## config.mk

```make
export PLATFORM = sky130hd
export DESIGN_NAME = nandWindowBridge
export DESIGN_NICKNAME = d
export VERILOG_FILES = /design/src/rtl/nandBridgePkg.sv /design/src/rtl/nandSync2.sv /design/src/rtl/nandBridgeCtrl.sv /design/src/rtl/nandBridgeData.sv /design/src/rtl/nandWindowBridge.sv
export SDC_FILE = /design/constraint.sdc
export NUM_CORES = 1
export LEC_CHECK = 0
export ABC_AREA = 1
export ABC_CLOCK_PERIOD_IN_PS = 2200
export BUFFER_PORTS_ARGS = -buffer_cell sky130_fd_sc_hd__buf_2
export CORE_UTILIZATION = 48
export CTS_CLUSTER_DIAMETER = 150
export DETAILED_ROUTE_END_ITERATION = 16
export PLACE_DENSITY = 0.89
export SETUP_SLACK_MARGIN = 0.15
export SLEW_MARGIN = 30
export SYNTH_ARGS = -nofsm -noshare
export SYNTH_HDL_FRONTEND = slang
export SYNTH_HIERARCHICAL = 1
export SYNTH_SLANG_ARGS = --single-unit
```

## constraint.sdc

```tcl
create_clock -name clk -period 2.2 [get_ports clk]
set_input_delay 0.11 -clock clk [delete_from_list [all_inputs] [get_ports clk]]
set_output_delay 0.11 -clock clk [all_outputs]
set_load 0.03 [all_outputs]
```

## src/rtl/nandBridgePkg.sv

```systemverilog
package nandBridgePkg;

  localparam int CMD_WIN_BIT = 15;
  localparam int ADR_WIN_BIT = 16;

  localparam logic [7:0] CTRL_OFS = 8'h50;
  localparam logic [7:0] TIME_OFS = 8'h54;
  localparam logic [7:0] STAT_OFS = 8'h58;

  typedef enum logic [2:0] {
    REQ_NONE,
    REQ_REG_WR,
    REQ_REG_RD,
    REQ_FL_WR,
    REQ_FL_RD,
    REQ_BAD
  } reqKindT;

  typedef enum logic [1:0] {
    ST_IDLE,
    ST_LOW,
    ST_HOLD,
    ST_DONE
  } phaseT;

  typedef struct packed {
    logic latchReq;
    logic regWrite;
    logic weLow;
    logic reLow;
    logic busDrive;
    logic lineActive;
    logic capture;
  } strobeT;

endpackage

```

## src/rtl/nandSync2.sv

```systemverilog
module nandSync2 (
  input  logic clk,
  input  logic rstN,
  input  logic asyncIn,
  output logic syncOut
);
  logic stage1;
  logic stage2;

  always_ff @(posedge clk or negedge rstN) begin
    if (!rstN) begin
      stage1 <= 1'b0;
      stage2 <= 1'b0;
    end else begin
      stage1 <= asyncIn;
      stage2 <= stage1;
    end
  end

  assign syncOut = stage2;
endmodule

```

## src/rtl/nandBridgeCtrl.sv

```systemverilog
module nandBridgeCtrl
  import nandBridgePkg::*;
#(
  parameter int CNT_W = 4
) (
  input  logic             clk,
  input  logic             rstN,
  input  logic             busRegSel,
  input  logic             busWrite,
  input  logic             busRead,
  input  logic             winCmd,
  input  logic             winAdr,
  input  logic [CNT_W-1:0] lowCycles,
  input  logic [CNT_W-1:0] holdCycles,
  output strobeT           strobe,
  output logic             busReady,
  output logic             busErr
);
  phaseT            phase;
  reqKindT          reqKind;
  logic [CNT_W-1:0] cnt;
  logic             isRead;
  logic             badReq;
  logic [CNT_W-1:0] lowEff;
  logic [CNT_W-1:0] holdEff;

  assign lowEff  = (lowCycles  == '0) ? CNT_W'(1) : lowCycles;
  assign holdEff = (holdCycles == '0) ? CNT_W'(1) : holdCycles;

  always_comb begin
    reqKind = REQ_NONE;
    if (busWrite) begin
      if (busRegSel)             reqKind = REQ_REG_WR;
      else if (winCmd && winAdr) reqKind = REQ_BAD;
      else                       reqKind = REQ_FL_WR;
    end else if (busRead) begin
      reqKind = busRegSel ? REQ_REG_RD : REQ_FL_RD;
    end
  end

  always_ff @(posedge clk or negedge rstN) begin
    if (!rstN) begin
      phase  <= ST_IDLE;
      cnt    <= '0;
      isRead <= 1'b0;
      badReq <= 1'b0;
    end else begin
      unique case (phase)
        ST_IDLE: begin
          badReq <= 1'b0;
          unique case (reqKind)
            REQ_REG_WR, REQ_REG_RD: phase <= ST_DONE;
            REQ_BAD: begin
              phase  <= ST_DONE;
              badReq <= 1'b1;
            end
            REQ_FL_WR: begin
              phase  <= ST_LOW;
              isRead <= 1'b0;
              cnt    <= lowEff - CNT_W'(1);
            end
            REQ_FL_RD: begin
              phase  <= ST_LOW;
              isRead <= 1'b1;
              cnt    <= lowEff - CNT_W'(1);
            end
            default: phase <= ST_IDLE;
          endcase
        end
        ST_LOW: begin
          if (cnt == '0) begin
            phase <= ST_HOLD;
            cnt   <= holdEff - CNT_W'(1);
          end else begin
            cnt <= cnt - CNT_W'(1);
          end
        end
        ST_HOLD: begin
          if (cnt == '0) phase <= ST_DONE;
          else           cnt   <= cnt - CNT_W'(1);
        end
        default: phase <= ST_IDLE;
      endcase
    end
  end

  always_comb begin
    strobe            = '0;
    strobe.latchReq   = (phase == ST_IDLE) && (reqKind != REQ_NONE);
    strobe.regWrite   = (phase == ST_IDLE) && (reqKind == REQ_REG_WR);
    strobe.weLow      = (phase == ST_LOW) && !isRead;
    strobe.reLow      = (phase == ST_LOW) && isRead;
    strobe.busDrive   = ((phase == ST_LOW) || (phase == ST_HOLD)) && !isRead;
    strobe.lineActive = (phase == ST_LOW) || (phase == ST_HOLD);
    strobe.capture    = (phase == ST_LOW) && isRead && (cnt == '0);
  end

  assign busReady = (phase == ST_DONE);
  assign busErr   = (phase == ST_DONE) && badReq;
endmodule

```

## src/rtl/nandBridgeData.sv

```systemverilog
module nandBridgeData
  import nandBridgePkg::*;
#(
  parameter int ADDR_W    = 17,
  parameter int DATA_W    = 32,
  parameter int NUM_CHIPS = 4,
  parameter int CNT_W     = 4,
  parameter int LOW_DEF   = 2,
  parameter int HOLD_DEF  = 2
) (
  input  logic                 clk,
  input  logic                 rstN,
  input  strobeT               strobe,
  input  logic                 busRegSel,
  input  logic                 busWrite,
  input  logic [ADDR_W-1:0]    busAddr,
  input  logic [DATA_W-1:0]    busWdata,
  input  logic [7:0]           nandDqIn,
  input  logic                 nandRb,
  output logic [DATA_W-1:0]    busRdata,
  output logic [7:0]           nandDq,
  output logic                 nandDqOe,
  output logic                 nandCle,
  output logic                 nandAle,
  output logic                 nandWeN,
  output logic                 nandReN,
  output logic [NUM_CHIPS-1:0] nandCeN,
  output logic [CNT_W-1:0]     lowCycles,
  output logic [CNT_W-1:0]     holdCycles
);
  localparam int CTRL_W = 2 * NUM_CHIPS;

  logic [CTRL_W-1:0] ctrlReg;
  logic [7:0]        byteReg;
  logic              cleReg;
  logic              aleReg;
  logic [DATA_W-1:0] rdataReg;
  logic [DATA_W-1:0] regRd;
  logic              rbSync;
  logic              hitCtrl;
  logic              hitTime;
  logic              hitStat;

  nandSync2 rbSyncInst (
    .clk    (clk),
    .rstN   (rstN),
    .asyncIn(nandRb),
    .syncOut(rbSync)
  );

  assign hitCtrl = (busAddr == ADDR_W'(CTRL_OFS));
  assign hitTime = (busAddr == ADDR_W'(TIME_OFS));
  assign hitStat = (busAddr == ADDR_W'(STAT_OFS));

  always_comb begin
    regRd = '0;
    if (hitCtrl)      regRd = DATA_W'(ctrlReg);
    else if (hitTime) regRd = DATA_W'({holdCycles, lowCycles});
    else if (hitStat) regRd = DATA_W'(rbSync);
  end

  always_ff @(posedge clk or negedge rstN) begin
    if (!rstN) begin
      ctrlReg    <= '0;
      lowCycles  <= CNT_W'(LOW_DEF);
      holdCycles <= CNT_W'(HOLD_DEF);
    end else if (strobe.regWrite) begin
      if (hitCtrl) ctrlReg <= busWdata[CTRL_W-1:0];
      if (hitTime) begin
        lowCycles  <= busWdata[CNT_W-1:0];
        holdCycles <= busWdata[2*CNT_W-1:CNT_W];
      end
    end
  end

  always_ff @(posedge clk or negedge rstN) begin
    if (!rstN) begin
      byteReg  <= '0;
      cleReg   <= 1'b0;
      aleReg   <= 1'b0;
      rdataReg <= '0;
    end else begin
      if (strobe.latchReq) begin
        byteReg <= busWdata[7:0];
        cleReg  <= busWrite && !busRegSel && busAddr[CMD_WIN_BIT] && !busAddr[ADR_WIN_BIT];
        aleReg  <= busWrite && !busRegSel && busAddr[ADR_WIN_BIT] && !busAddr[CMD_WIN_BIT];
        if (busRegSel && !busWrite) rdataReg <= regRd;
      end
      if (strobe.capture) rdataReg <= DATA_W'(nandDqIn);
    end
  end

  generate
    for (genvar chip = 0; chip < NUM_CHIPS; chip++) begin : gCe
      assign nandCeN[chip] = ~(ctrlReg[2*chip] & ctrlReg[2*chip+1]);
    end
  endgenerate

  assign busRdata = rdataReg;
  assign nandDq   = byteReg;
  assign nandDqOe = strobe.busDrive;
  assign nandCle  = cleReg && strobe.lineActive;
  assign nandAle  = aleReg && strobe.lineActive;
  assign nandWeN  = ~strobe.weLow;
  assign nandReN  = ~strobe.reLow;
endmodule

```

## src/rtl/nandWindowBridge.sv

```systemverilog
module nandWindowBridge
  import nandBridgePkg::*;
#(
  parameter int ADDR_W    = 17,
  parameter int DATA_W    = 32,
  parameter int NUM_CHIPS = 4,
  parameter int CNT_W     = 4,
  parameter int LOW_DEF   = 2,
  parameter int HOLD_DEF  = 2
) (
  input  logic                 clk,
  input  logic                 rstN,
  input  logic                 busRegSel,
  input  logic                 busWrite,
  input  logic                 busRead,
  input  logic [ADDR_W-1:0]    busAddr,
  input  logic [DATA_W-1:0]    busWdata,
  output logic [DATA_W-1:0]    busRdata,
  output logic                 busReady,
  output logic                 busErr,
  output logic [7:0]           nandDq,
  output logic                 nandDqOe,
  input  logic [7:0]           nandDqIn,
  output logic                 nandCle,
  output logic                 nandAle,
  output logic                 nandWeN,
  output logic                 nandReN,
  output logic [NUM_CHIPS-1:0] nandCeN,
  input  logic                 nandRb
);
  strobeT           strobe;
  logic [CNT_W-1:0] lowCycles;
  logic [CNT_W-1:0] holdCycles;

  nandBridgeCtrl #(.CNT_W(CNT_W)) ctrlInst (
    .clk       (clk),
    .rstN      (rstN),
    .busRegSel (busRegSel),
    .busWrite  (busWrite),
    .busRead   (busRead),
    .winCmd    (busAddr[CMD_WIN_BIT]),
    .winAdr    (busAddr[ADR_WIN_BIT]),
    .lowCycles (lowCycles),
    .holdCycles(holdCycles),
    .strobe    (strobe),
    .busReady  (busReady),
    .busErr    (busErr)
  );

  nandBridgeData #(
    .ADDR_W   (ADDR_W),
    .DATA_W   (DATA_W),
    .NUM_CHIPS(NUM_CHIPS),
    .CNT_W    (CNT_W),
    .LOW_DEF  (LOW_DEF),
    .HOLD_DEF (HOLD_DEF)
  ) dataInst (
    .clk       (clk),
    .rstN      (rstN),
    .strobe    (strobe),
    .busRegSel (busRegSel),
    .busWrite  (busWrite),
    .busAddr   (busAddr),
    .busWdata  (busWdata),
    .nandDqIn  (nandDqIn),
    .nandRb    (nandRb),
    .busRdata  (busRdata),
    .nandDq    (nandDq),
    .nandDqOe  (nandDqOe),
    .nandCle   (nandCle),
    .nandAle   (nandAle),
    .nandWeN   (nandWeN),
    .nandReN   (nandReN),
    .nandCeN   (nandCeN),
    .lowCycles (lowCycles),
    .holdCycles(holdCycles)
  );
endmodule

```

# ---- Word level (Yosys, flattened, before mapping)
# Cells that the tools add are included.
dict set report totals {
  ff_bits 68
  output_inout_bits 51
}
dict set report classes {
  n_addsub 3
  n_eq_ne 15
  mux 23
  n_bitwise 10
  reduce_logical 39
}
# cell n
set ops {}
lappend ops {{$mux W32} 5}
lappend ops {{$eq A17 B7 Y1 const B} 3}
lappend ops {{$mux W4} 5}
lappend ops {{$logic_and A1 B1 Y1} 16}
lappend ops {{$mux W3} 5}
lappend ops {{$logic_not A4 Y1} 3}
lappend ops {{$pmux W4 S3} 1}
lappend ops {{$sub A4 B1 Y4 const B} 3}
lappend ops {{$reduce_and A2 Y1} 5}
lappend ops {{$eq A3 B2 Y1 const B} 2}
lappend ops {{$eq A3 B3 Y1 const B} 2}
lappend ops {{$not A1 Y1} 6}
lappend ops {{$pmux W2 S3} 1}
lappend ops {{$reduce_bool A2 Y1} 3}
lappend ops {{$reduce_bool A3 Y1} 2}
lappend ops {{$logic_not A1 Y1} 5}
lappend ops {{$and A1 B1 Y1} 4}
lappend ops {{$eq A2 B2 Y1 const B} 2}
lappend ops {{$mux W2} 2}
lappend ops {{$ne A2 B1 Y1 const B} 2}
lappend ops {{$ne A2 B2 Y1 const B} 2}
lappend ops {{$pmux W2 S2} 1}
lappend ops {{$eq A3 B1 Y1 const B} 1}
lappend ops {{$reduce_and A3 Y1} 1}
lappend ops {{other kinds (7)} 8}

# ---- Depth between registers and ports, before layout
# Gate-level depths: netlist (run 1).
dict set report logic_depth {
  depth_word 8
  mapped_depth 11
}

# ---- Hierarchy
# Netlist (run 1), hierarchy kept.
# module n_inst cells_per_inst area_each_um2
set modules_own_cells {}
lappend modules_own_cells {nandBridgeData 1 233 1878.1}
lappend modules_own_cells {nandBridgeCtrl 1 119 813.3}
lappend modules_own_cells {nandSync2 1 2 50.0}

# ---- Least setup slack after synthesis (run 1)
# OpenSTA, ideal clock, no wires.
dict set report synth_timing {
  path_kind {register to register}
  start {reg ctrlInst.cnt[0]}
  end {reg dataInst.rdataReg[0], in the netlist dataInst/busRdata[0]}
  setup_time_ps 65
  arrival_ps 1594
  required_ps 2135
  slack_ps 540
  path_stages_with_launch 11
  path_buffers 0
  period_less_slack_ps 1660
  cell_sequence {dfrtp_1 -> inv_1 -> ha_1 -> nand2_4 -> nor2_1 -> clkinv_1 -> nand2_1 -> inv_1 -> nor2_1 -> nand2_1 -> nand2_1}
}
# element line
set synth_rtl {}
lappend synth_rtl {{from (decl)} nandBridgeCtrl.sv:21} ;# logic [CNT_W-1:0] cnt;
lappend synth_rtl {{from (signal assigned)} nandBridgeCtrl.sv:60} ;# cnt <= lowEff - CNT_W'(1);
lappend synth_rtl {{from (signal assigned)} nandBridgeCtrl.sv:65} ;# cnt <= lowEff - CNT_W'(1);
lappend synth_rtl {{from (signal assigned)} nandBridgeCtrl.sv:73} ;# cnt <= holdEff - CNT_W'(1);
lappend synth_rtl {{to (signal assigned)} nandBridgeData.sv:87} ;# if (busRegSel && !busWrite) rdataReg <= regRd;
lappend synth_rtl {{to (signal assigned)} nandBridgeData.sv:89} ;# if (strobe.capture) rdataReg <= DATA_W'(nandDqIn);
lappend synth_rtl {{to (decl)} nandBridgeData.sv:37} ;# logic [DATA_W-1:0] rdataReg;

==> results of run 1 <==
==> routing by layer <==
layer / vias to the layer above / share of wire [%]
li1: 1212 / -
met1: 1129 / 43
met2: 122 / 47
met3: 19 / 7.1
met4: 0 / 2.6
met5: - / 0
==> path summary, 6_finish.rpt <==
kind,cells after the start,to
setup reg to reg,6,dataInst/ctrlReg[0]
setup / recovery,6,dataInst/ctrlReg[0]
max in group asynchronous,2,dataInst/holdCycles[1]
hold / removal,2,dataInst/aleReg
hold reg to reg,0,dataInst/rbSyncInst/syncOut
min in group asynchronous,2,dataInst/nandDq[3]
==> cell type report <==
class / count / area [um2]
clock buffers: 5 / 68.8
clock inverters: 3 / 46.3
fillers: 477 / 2320
inverters: 58 / 220
multi-input cells: 244 / 1290
flip-flops and latches: 44 / 1100
well taps: 72 / 90.1
repair buffers: 70 / 370
==> critical path, delay by kind of cell, from the launching register on <==
| family | cells | cell delay, ns |
|---|---|---|
| fa+ha+maj | 1 | 0.23 |
| flops | 1 | 0.43 |
| simple gates | 3 | 0.69 |
| buf+inv | 1 | 0.13 |
| compound gates | 1 | 0.31 |
==> report_power, final <==
part | internal (mW) | switching (mW)
sequential | 1.04 | 0.143
combinational | 0.678 | 1.43
clock | 0.342 | 0.301
==> synth_stat cells <==
master      n
a21oi_1    16
a21oi_2     2
a2bb2oi_1   1
buf_2       1
buf_4      27
buf_6       1
clkbuf_1    2
clkinv_1    1
clkinv_2    2
conb_1      1
dfrtp_1    42
dfstp_2     2
ha_1        6
inv_1      51
inv_2       4
nand2_1    64
nand2_2     4
nand2_4     7
nand3_1    30
nand3_2     2
nand3b_1    2
nand4_1     9
nand4_2     1
nor2_1     37
nor2_2      5
nor2_4      2
o21a_1      1
o21ai_0     6
o21ai_1     5
o21ai_2     8
o22ai_1     9
o22ai_2     1
o31ai_1     1
or2_1       1
==> registers in the layout (all words and copies together) (netlist names) <==
signal and flops:
dataInst/lowCycles 4, dataInst/nandDq 8, dataInst/holdCycles 4, dataInst/ctrlReg 8, dataInst/rbSyncInst/stage1 1, dataInst/aleReg 1, dataInst/cleReg 1, ctrlInst/badReq 1
dataInst/rbSyncInst/syncOut 1, dataInst/busRdata 8, ctrlInst/phase 2, ctrlInst/isRead 1, ctrlInst/cnt 4
==> timing repair <==
item | CTS | global route
hold endpoints to repair | 43 | 0
resized for setup | 0 | 3
setup endpoints to repair | 0 | 10
hold buffers | 2 | 0
==> metrics by stage <==
step	utilization, %	area, um2	setup WS, ns
floorplan	-	2830	0.540
global placement	55.2	3040	0.370
detailed placement	55.2	3040	0.261
CTS	57.6	3170	0.236
global route	57.9	3190	0.198
finish	57.9	3190	0.313
==> cell families (layout without fill, tap and decap cells) <==
logic type | after synthesis | count (layout) | share of synthesized area (%)
flip-flops | 44 | 44 | 40.3
buffers and inverters | 89 | 136 | 16.3
other | 1 | 24 | 0.137
adder cells (fa/ha/maj) | 6 | 6 | 2.74
AND/OR/NAND/NOR | 164 | 164 | 29.1
AO/OA/AOI/OAI | 50 | 50 | 11.5
==> impl_results.md, run 1 <==
- Fin. Hold Viols: 0
- Avg Cell Area, Syn: 7.74 um2
- Total gr overflow: 0
- HP Start: busAddr[15]
- N_diodes: 0
- Crit-path cells: inv_1 -> ha_1 -> nand2_2 -> nor2_1 -> nand4_4 -> o21ai_0
- Cells after Synth: 354
- Synth Warn #: 6
- Core area: 5510 um2
- Commonest non-fill, non-tap cells in the layout: 64 x nand2_1, 64 x buf_2, 51 x inv_1
- Clock transition at path regs: 0.09 ns
- TritonRoute pass-1 iters: 4
- R2r setup slk: 0.31 ns
- Startpoint Class: flip-flop
- CP startpoint: ctrlInst/phase[1]
- LEAKAGE: 1.70 nW
- RSZ-0062 raised after global routing: no
- # clock sinks: 44
- Routed len/inst: 12.0 um
- CTS buffer count: 5
- Largest area contributor in the netlist: dfrtp_1
- Power density over the cells: 1230 nW/um2
- Synthesis-to-layout area growth: 16.4%
- CTS tree: done
- Max-capacitance violation count: 0
- Max FO, Critical Path: 16
- Post-Place Cells: 486
- Initial antenna violation count: 0
- Fraction of layout instances using a drive strength above 1: 27.8%
- Status: completed
- Worst path max stage delay: 0.43 ns
- HP Class: input pin to flip-flop
- Design Power: 3.93 mW
- Largest net degree at the start of global routing: 45
- Slowest CP cell: dfrtp_1
- Routability cong.: 0.877
- HPWL after detailed placement: 4450 um
- Initial DRC Count: 108
- Clk_lat worst skew: 0.30 ns
- Fin nets: 492
- Seq/Total Area, Yosys: 40.3%
- Tot GR Track Use: 21.5%
- Synth Cell Area: 2740 um2
- Initial Util: 49.8%
- Slew at the pin closest to its max-slew limit: 0.554 ns
- Synth Register Bits: 44
- Grt met3 use: 4.24%
- Cell variety after synth: 34
- TNS Setup: 0 ns
- Share of the synthesized area in the top cell type: 38.3%
- Chip width: 77.6 um
- Fin crit period: 1.89 ns
- Clock Tree Buf Depth: 2
- Post-route ant nets: 0
- H-tree depth: 2
- Vias/cell: 5.00
- # DRC: 0
- Hold_ws: 0.0297 ns
- FP Rows: 27
- Post-CTS setup buffers: 0
- Critical path class: flip-flop to flip-flop
- Post-route insts no fill: 496
- Num ports: 114
- Peak VDD IR: 0.000727 V
- Req. time, crit path: 2.40 ns
- Met1 GRT Util: 28.1%
- Die Span Y: 77.6 um
- Finish-stage setup viols: 0
- Final WL: 5940 um
- GRT busiest layer: met2
- Setup crit end kind: flip-flop
- Fin. max-slew vios: 0
- Clock skew: 0.00619 ns
- First-pass GRT wire length: 10300 um
- Die ar.: 6020 um2
- Vias: 2482
- Worst r2r src: ctrlInst/phase[1]
- Top cells by area, synth: dfrtp_1 38%, nand2_1 8.8%, buf_4 7.4%
- GRT met2 Usage: 34.7%
- Worst rel slew slack: 63.1%
- Port buffer count: 65
- Root buf cell: clkbuf_8
- Final Cycle Share: 85.8%
- Fmax: 530 MHz
- Vias in the first global route: 2294
- CP Data Arrival Time: 2.09 ns
(Power assumes the default switching activity.)
==> run 2: changes to the inputs <==
--- a/config.mk
+++ b/config.mk
@@ -5,10 +5,9 @@
 export SDC_FILE = /design/constraint.sdc
 export NUM_CORES = 1
 export LEC_CHECK = 0
-export ABC_AREA = 1
 export ABC_CLOCK_PERIOD_IN_PS = 2200
 export BUFFER_PORTS_ARGS = -buffer_cell sky130_fd_sc_hd__buf_2
-export CORE_UTILIZATION = 48
+export CORE_UTILIZATION = 47
 export CTS_CLUSTER_DIAMETER = 150
 export DETAILED_ROUTE_END_ITERATION = 16
 export PLACE_DENSITY = 0.89
==> run 2 against run 1 <==
Total power is 10% lower; first-iteration DRC count is 35% lower; synthesized cell count is 31% lower; via count is 18% lower; clock power is 6.7% lower; area after synthesis is 6.4% lower; sequential power hardly changed; global-route usage is 1.9 points lower; critical path depth stayed put.
==> impl_results.md, run 2 <==
- Status: completed
- Port buffer count: 65
- Initial Util: 49.6%
- Sw frac: 42.4%
- Synth Cell Area: 2570 um2
- First-pass GRT wire length: 8460 um
- Die ar.: 5760 um2
- LEAKAGE: 1.47 nW
- Largest area contributor in the netlist: dfrtp_1
- Setup crit end kind: flip-flop
- Vias: 2030
- Share of the synthesized area in the top cell type: 41.0%
- Top post-synthesis cells by count: 42 x dfrtp_1, 33 x mux2_2, 25 x buf_4
- Num ports: 114
- Post-synthesis mux area share: 15.3%
- Fmax: 513 MHz
- Final WL: 5290 um
- Max FO, Critical Path: 7
- Commonest non-fill, non-tap cells in the layout: 64 x buf_2, 42 x dfrtp_1, 33 x mux2_2
- Routed len/inst: 13.7 um
- Final Instance Area: 3010 um2
- Power density over the cells: 1170 nW/um2
- Fraction of layout instances using a drive strength above 1: 38.3%
- RSZ-0062 raised after global routing: no
- Hold_ws: 0.0569 ns
- Initial DRC Count: 70
- Vias in the first global route: 1889
- Finished Core Util: 58.3%
- N_diodes: 0
- H-tree depth: 2
- Seq/Total Area, Yosys: 43.0%
- HPWL after detailed placement: 3950 um
- Post-synthesis adder-cell area fraction: 2.93%
- Slew at the pin closest to its max-slew limit: 0.534 ns
- TritonRoute pass-1 iters: 4
- Cells after Synth: 246
- Most numerous cell in the Yosys netlist: dfrtp_1
- Synth Warn #: 6
- Synth Area in XOR/XNOR: 0.341%
- EDFF count, synth: 0
- Critical path class: flip-flop to flip-flop
- # DRC: 0
- # clock sinks: 44
- Finish-stage setup viols: 0
- Fin. Hold Viols: 0
- Top cells by area, synth: dfrtp_1 41%, mux2_2 14%, buf_4 7.3%
- Clock transition at path regs: 0.08 ns
- Synth Area in Compound Gates: 10.5%
- Synth Register Bits: 44
- Clock Tree Buf Depth: 2
- Cell variety after synth: 48
- Tot GR Track Use: 19.6%
- HP Class: input pin to flip-flop
- Post-CTS setup buffers: 0
- Worst rel slew slack: 64.4%
- Post-route ant nets: 0
- CTS buffer count: 5
- Comb pwr share: 50.1%
- Fin crit period: 1.95 ns
- Post-synth ARST share: 100%
- Fin. max-slew vios: 0
- Simple-gate share of the synthesized area: 17.3%
- Max-capacitance violation count: 0
- Avg Cell Area, Syn: 10.4 um2
- Internal power: 2.03 mW
- Sequential group share of total power: 32.8%
- Clock power share: 17.0%
- CP Data Arrival Time: 2.15 ns
- Root buf cell: clkbuf_8
- CTS tree: done
- Cell Area, Placed: 2860 um2
- Final Cycle Share: 88.6%
- Largest family of logic cells by synthesized area: simple AND/OR/NAND/NOR gates
- Fin nets: 384
- Startpoint Class: flip-flop
- Predominant post-synthesis flop cell: dfrtp_1
- Clock skew: 0.00770 ns
- Chip width: 75.9 um
- Routability cong.: 0.848
- Net Sw Power: 1.50 mW
- Clk_lat worst skew: 0.29 ns
- TNS Setup: 0 ns
- Synthesis-to-layout area growth: 17.5%
- Total gr overflow: 0
- Die Span Y: 75.9 um
- Core area: 5170 um2
- Design Power: 3.52 mW
- Largest net degree at the start of global routing: 45
- Initial antenna violation count: 0
- Req. time, crit path: 2.40 ns
- Most common cell after layout, fill and taps aside: buf_2
- Vias/cell: 5.26
- Peak VDD IR: 0.000834 V
- FP Rows: 26
## run 2: cell count changes after synthesis, moves of 7 or more
| cell | change |
|---|---|
| nor2_1 | -27 |
| inv_1 | -39 |
| o22ai_1 | -8 |
| nand4_1 | -8 |
| nand3_1 | -22 |
| nand2_4 | -7 |
| nor2b_1 | +12 |
| o21ai_2 | -7 |
| nand2_1 | -58 |
| mux2_2 | +33 |
## run 2: timing repair
| item | CTS | global route |
|---|---|---|
| endpoints found under the hold margin | 36 | 0 |
| hold buffers | 2 | 0 |
| gates resized for setup | 0 | 5 |
| endpoints found under the setup margin | 0 | 22 |
## run 2: metrics by stage
step	setup slack [ns]	std cells
final	0.251	386
after global routing	0.162	386
after CTS	0.160	386
after detailed placement	0.0805	376
after global placement	0.110	376
after floorplan	0.310	269
## run 2: final timing paths
kind                                                  from                     endpoint  slack (ns)  cells after the start
worst max-delay path                     ctrlInst/phase[0]              ctrlInst/cnt[2]        0.25                      6
worst min-delay path                           nandDqIn[1]         dataInst/busRdata[1]        0.06                      3
worst max register to register           ctrlInst/phase[0]              ctrlInst/cnt[2]        0.25                      6
worst min register to register  dataInst/rbSyncInst/stage1  dataInst/rbSyncInst/syncOut        0.36                      0
max in group asynchronous                             rstN       dataInst/holdCycles[1]        1.48                      2
min in group asynchronous                             rstN         dataInst/busRdata[3]        0.34                      2
## run 2: final cells by class
cell class              instances  area [um2]
fillers                       435        2160
clock inverters                 2        35.0
well taps                      70        87.6
clock buffers                   6        72.6
inverters                      12        45.0
flip-flops and latches         44        1100
multi-input cells             182        1300
repair buffers                 70         370
## run 2: power groups by stage
stage	Sequential, mW	Combinational, mW	Clock, mW
2_1_floorplan	1.43	1.04	0
3_3_place_gp	1.16	1.65	0
3_5_place_dp	1.17	1.69	0
4_1_cts	1.15	1.69	0.611
5_1_grt	1.18	1.93	0.637
6_report	1.16	1.77	0.600
## run 2: worst max-delay path, stage by stage, from the launching register on
cell,delay (ns)
dfrtp_1,0.41
inv_1,0.17
ha_4,0.20
o21ai_2,0.09
o32a_1,0.41
or2_1,0.31
o31ai_2,0.26
## run 2: cells by family after synthesis
group                      Yosys count
DFF                                 44
buffers and inverters               43
other                                1
and+or+nand+nor                     71
AOI/OAI and AO/OA                   45
xor gates and xnor gates             1
muxes                               35
adders and majority gates            6
## run 2: routing by layer
layer  global-route usage (%)  part of all wire, %  wire, um  vias up
met5                        0                    0         0        -
met4                     8.44                  1.6        82        0
met3                     4.23                  5.6       296       10
met2                     32.8                   49      2610       78
met1                     24.6                   44      2300      976
li1                         -                    -         -      966
==> run 3: changes to the inputs <==
--- a/config.mk
+++ b/config.mk
@@ -7,10 +7,11 @@
 export LEC_CHECK = 0
 export ABC_CLOCK_PERIOD_IN_PS = 2200
 export BUFFER_PORTS_ARGS = -buffer_cell sky130_fd_sc_hd__buf_2
-export CORE_UTILIZATION = 47
+export CORE_UTILIZATION = 30
 export CTS_CLUSTER_DIAMETER = 150
 export DETAILED_ROUTE_END_ITERATION = 16
-export PLACE_DENSITY = 0.89
+export PLACE_DENSITY = 0.64
+export REMOVE_ABC_BUFFERS = 1
 export SETUP_SLACK_MARGIN = 0.15
 export SLEW_MARGIN = 30
 export SYNTH_ARGS = -nofsm -noshare
==> run 3 against run 2 <==
Clock power shrank 13%; hold slack gained 0.0047 ns; global-route usage is 6.1 points lower; largest cell class unchanged.
==> impl_results.md, run 3 (synthesis results as in run 2) <==
- CTS buffer count: 5
- Post-CTS setup buffers: 0
- Max-capacitance violation count: 0
- Root buf cell: clkbuf_8
- Most common cell after layout, fill and taps aside: buf_2
- Final Cycle Share: 86.9%
- # DRC: 0
- Final WL: 5760 um
- Reg2Reg Depth: 6
- Fin. max-slew vios: 0
- FP Rows: 33
- Tot GR Track Use: 13.5%
- HP Class: input pin to flip-flop
- Fraction of layout instances using a drive strength above 1: 38.6%
- First-pass GRT wire length: 9220 um
- Power density over the cells: 1120 nW/um2
- Die Span Y: 94.5 um
- Clock skew: 0.00444 ns
- Setup crit end kind: flip-flop
- RSZ-0062 raised after global routing: no
- Fmax: 523 MHz
- Initial antenna violation count: 0
- CTS tree: done
- CP startpoint: ctrlInst/phase[0]
- CP Data Arrival Time: 2.12 ns
- Finish-stage setup viols: 0
- Clk_lat worst skew: 0.29 ns
- Final Instance Area: 3070 um2
- Clock Tree Buf Depth: 2
- Slew at the pin closest to its max-slew limit: 0.673 ns
- Routed len/inst: 13.5 um
- H-tree depth: 2
- Reg-to-reg endpoint: ctrlInst/cnt[2]
- TritonRoute pass-1 iters: 4
- Commonest non-fill, non-tap cells in the layout: 65 x buf_2, 42 x dfrtp_1, 33 x mux2_2
- Num ports: 114
- Initial DRC Count: 47
- Initial Util: 31.1%
- # clock sinks: 44
- Synthesis-to-layout area growth: 19.7%
- Post-route ant nets: 0
- Worst rel slew slack: 55.1%
- Worst r2r src: ctrlInst/phase[0]
- Status: completed
- Fin nets: 389
- Slowest CP cell: dfrtp_1
- Startpoint Class: flip-flop
- Port buffer count: 65
- Total gr overflow: 0
- Routability cong.: 0.856
- Req. time, crit path: 2.40 ns
- LEAKAGE: 1.48 nW
- Die ar.: 8930 um2
- Vias: 1946
- Peak VDD IR: 0.000458 V
- Max FO, Critical Path: 7
- R2r setup slk: 0.29 ns
- Register area: 1100 um2
- Fin. Hold Viols: 0
- Worst setup path endpoint: ctrlInst/cnt[2]
- N_diodes: 0
- Largest net degree at the start of global routing: 30
- Vias/cell: 4.57
- TNS Setup: 0 ns
- Clock transition at path regs: 0.08 ns
- Crit-path cells: inv_1 -> ha_4 -> o21ai_2 -> o32a_1 -> or2_1 -> o31ai_1
- Fin crit period: 1.91 ns
- Cell Area, Placed: 2940 um2
- Core area: 8260 um2
- Vias in the first global route: 1862
- Chip width: 94.5 um
- HPWL after detailed placement: 4370 um
- Multi-input logic area: 1290 um2
- # fillers: 854
- Worst path max stage delay: 0.42 ns
- Critical path class: flip-flop to flip-flop
[run 3: cell type report]
class	instances	area share, %
Tap cell	105	4.28
Inverter	12	1.47
Multi-Input combinational cell	182	42.1
Sequential cell	44	35.9
Timing Repair Buffer	75	13.2
Clock inverter	1	0.244
Clock buffer	7	2.81
[run 3: repair_timing]
action,in CTS,in global routing
resized for setup,0,3
hold endpoints to repair,26,0
endpoints found under the setup margin,0,6
hold buffers,2,0
[run 3: worst max-delay path, delay by kind of cell (launching register included)]
kind                       cells  cell delay, ns
buffers and inverters          1            0.17
and+or+nand+nor                1            0.29
DFF                            1            0.42
AOI/OAI and AO/OA              3            0.73
adders and majority gates      1            0.20
[run 3: how the worst min path moves through the flow]
| stage | startpoint | endpoint | slack, ns | depth (start not counted) |
|---|---|---|---|---|
| global placement | rstN | dataInst/nandDq[7] | 0.19 | 1 |
| finish | nandDqIn[3] | dataInst/busRdata[3] | 0.06 | 3 |
| detailed placement | rstN | dataInst/nandDq[7] | 0.19 | 1 |
| floorplan | rstN | ctrlInst/badReq | -0.19 | 0 |
| global route | nandDqIn[1] | dataInst/busRdata[1] | 0.06 | 3 |
| CTS | nandDqIn[3] | dataInst/busRdata[3] | 0.05 | 3 |
[run 3: power breakdown]
group          leakage, nW  internal (mW)  switching [mW]
Clock               0.0445          0.255           0.264
Sequential           0.565           1.02           0.134
Combinational        0.868          0.673            1.10
Total                 1.48           1.95            1.50
[run 3: metal layers]
metal	up-vias	GRT usage, %	share of wire [%]
met2	57	23.4	50
li1	969	-	-
met3	4	3.14	4.6
met4	0	4.67	1.1
met1	916	16.4	44
met5	-	0	0
[run 3: metrics by stage]
step	hold slack, ns	setup WS, ns	std cells	utilization, %	total power [mW]
after floorplan	-0.186	0.241	238	-	2.39
after global placement	0.188	0.234	416	35.7	2.85
after detailed placement	0.188	0.210	416	35.7	2.89
final	0.0615	0.288	426	37.2	3.45
after CTS	0.0509	0.200	426	37.0	3.42
after global routing	0.0622	0.143	426	37.2	3.70
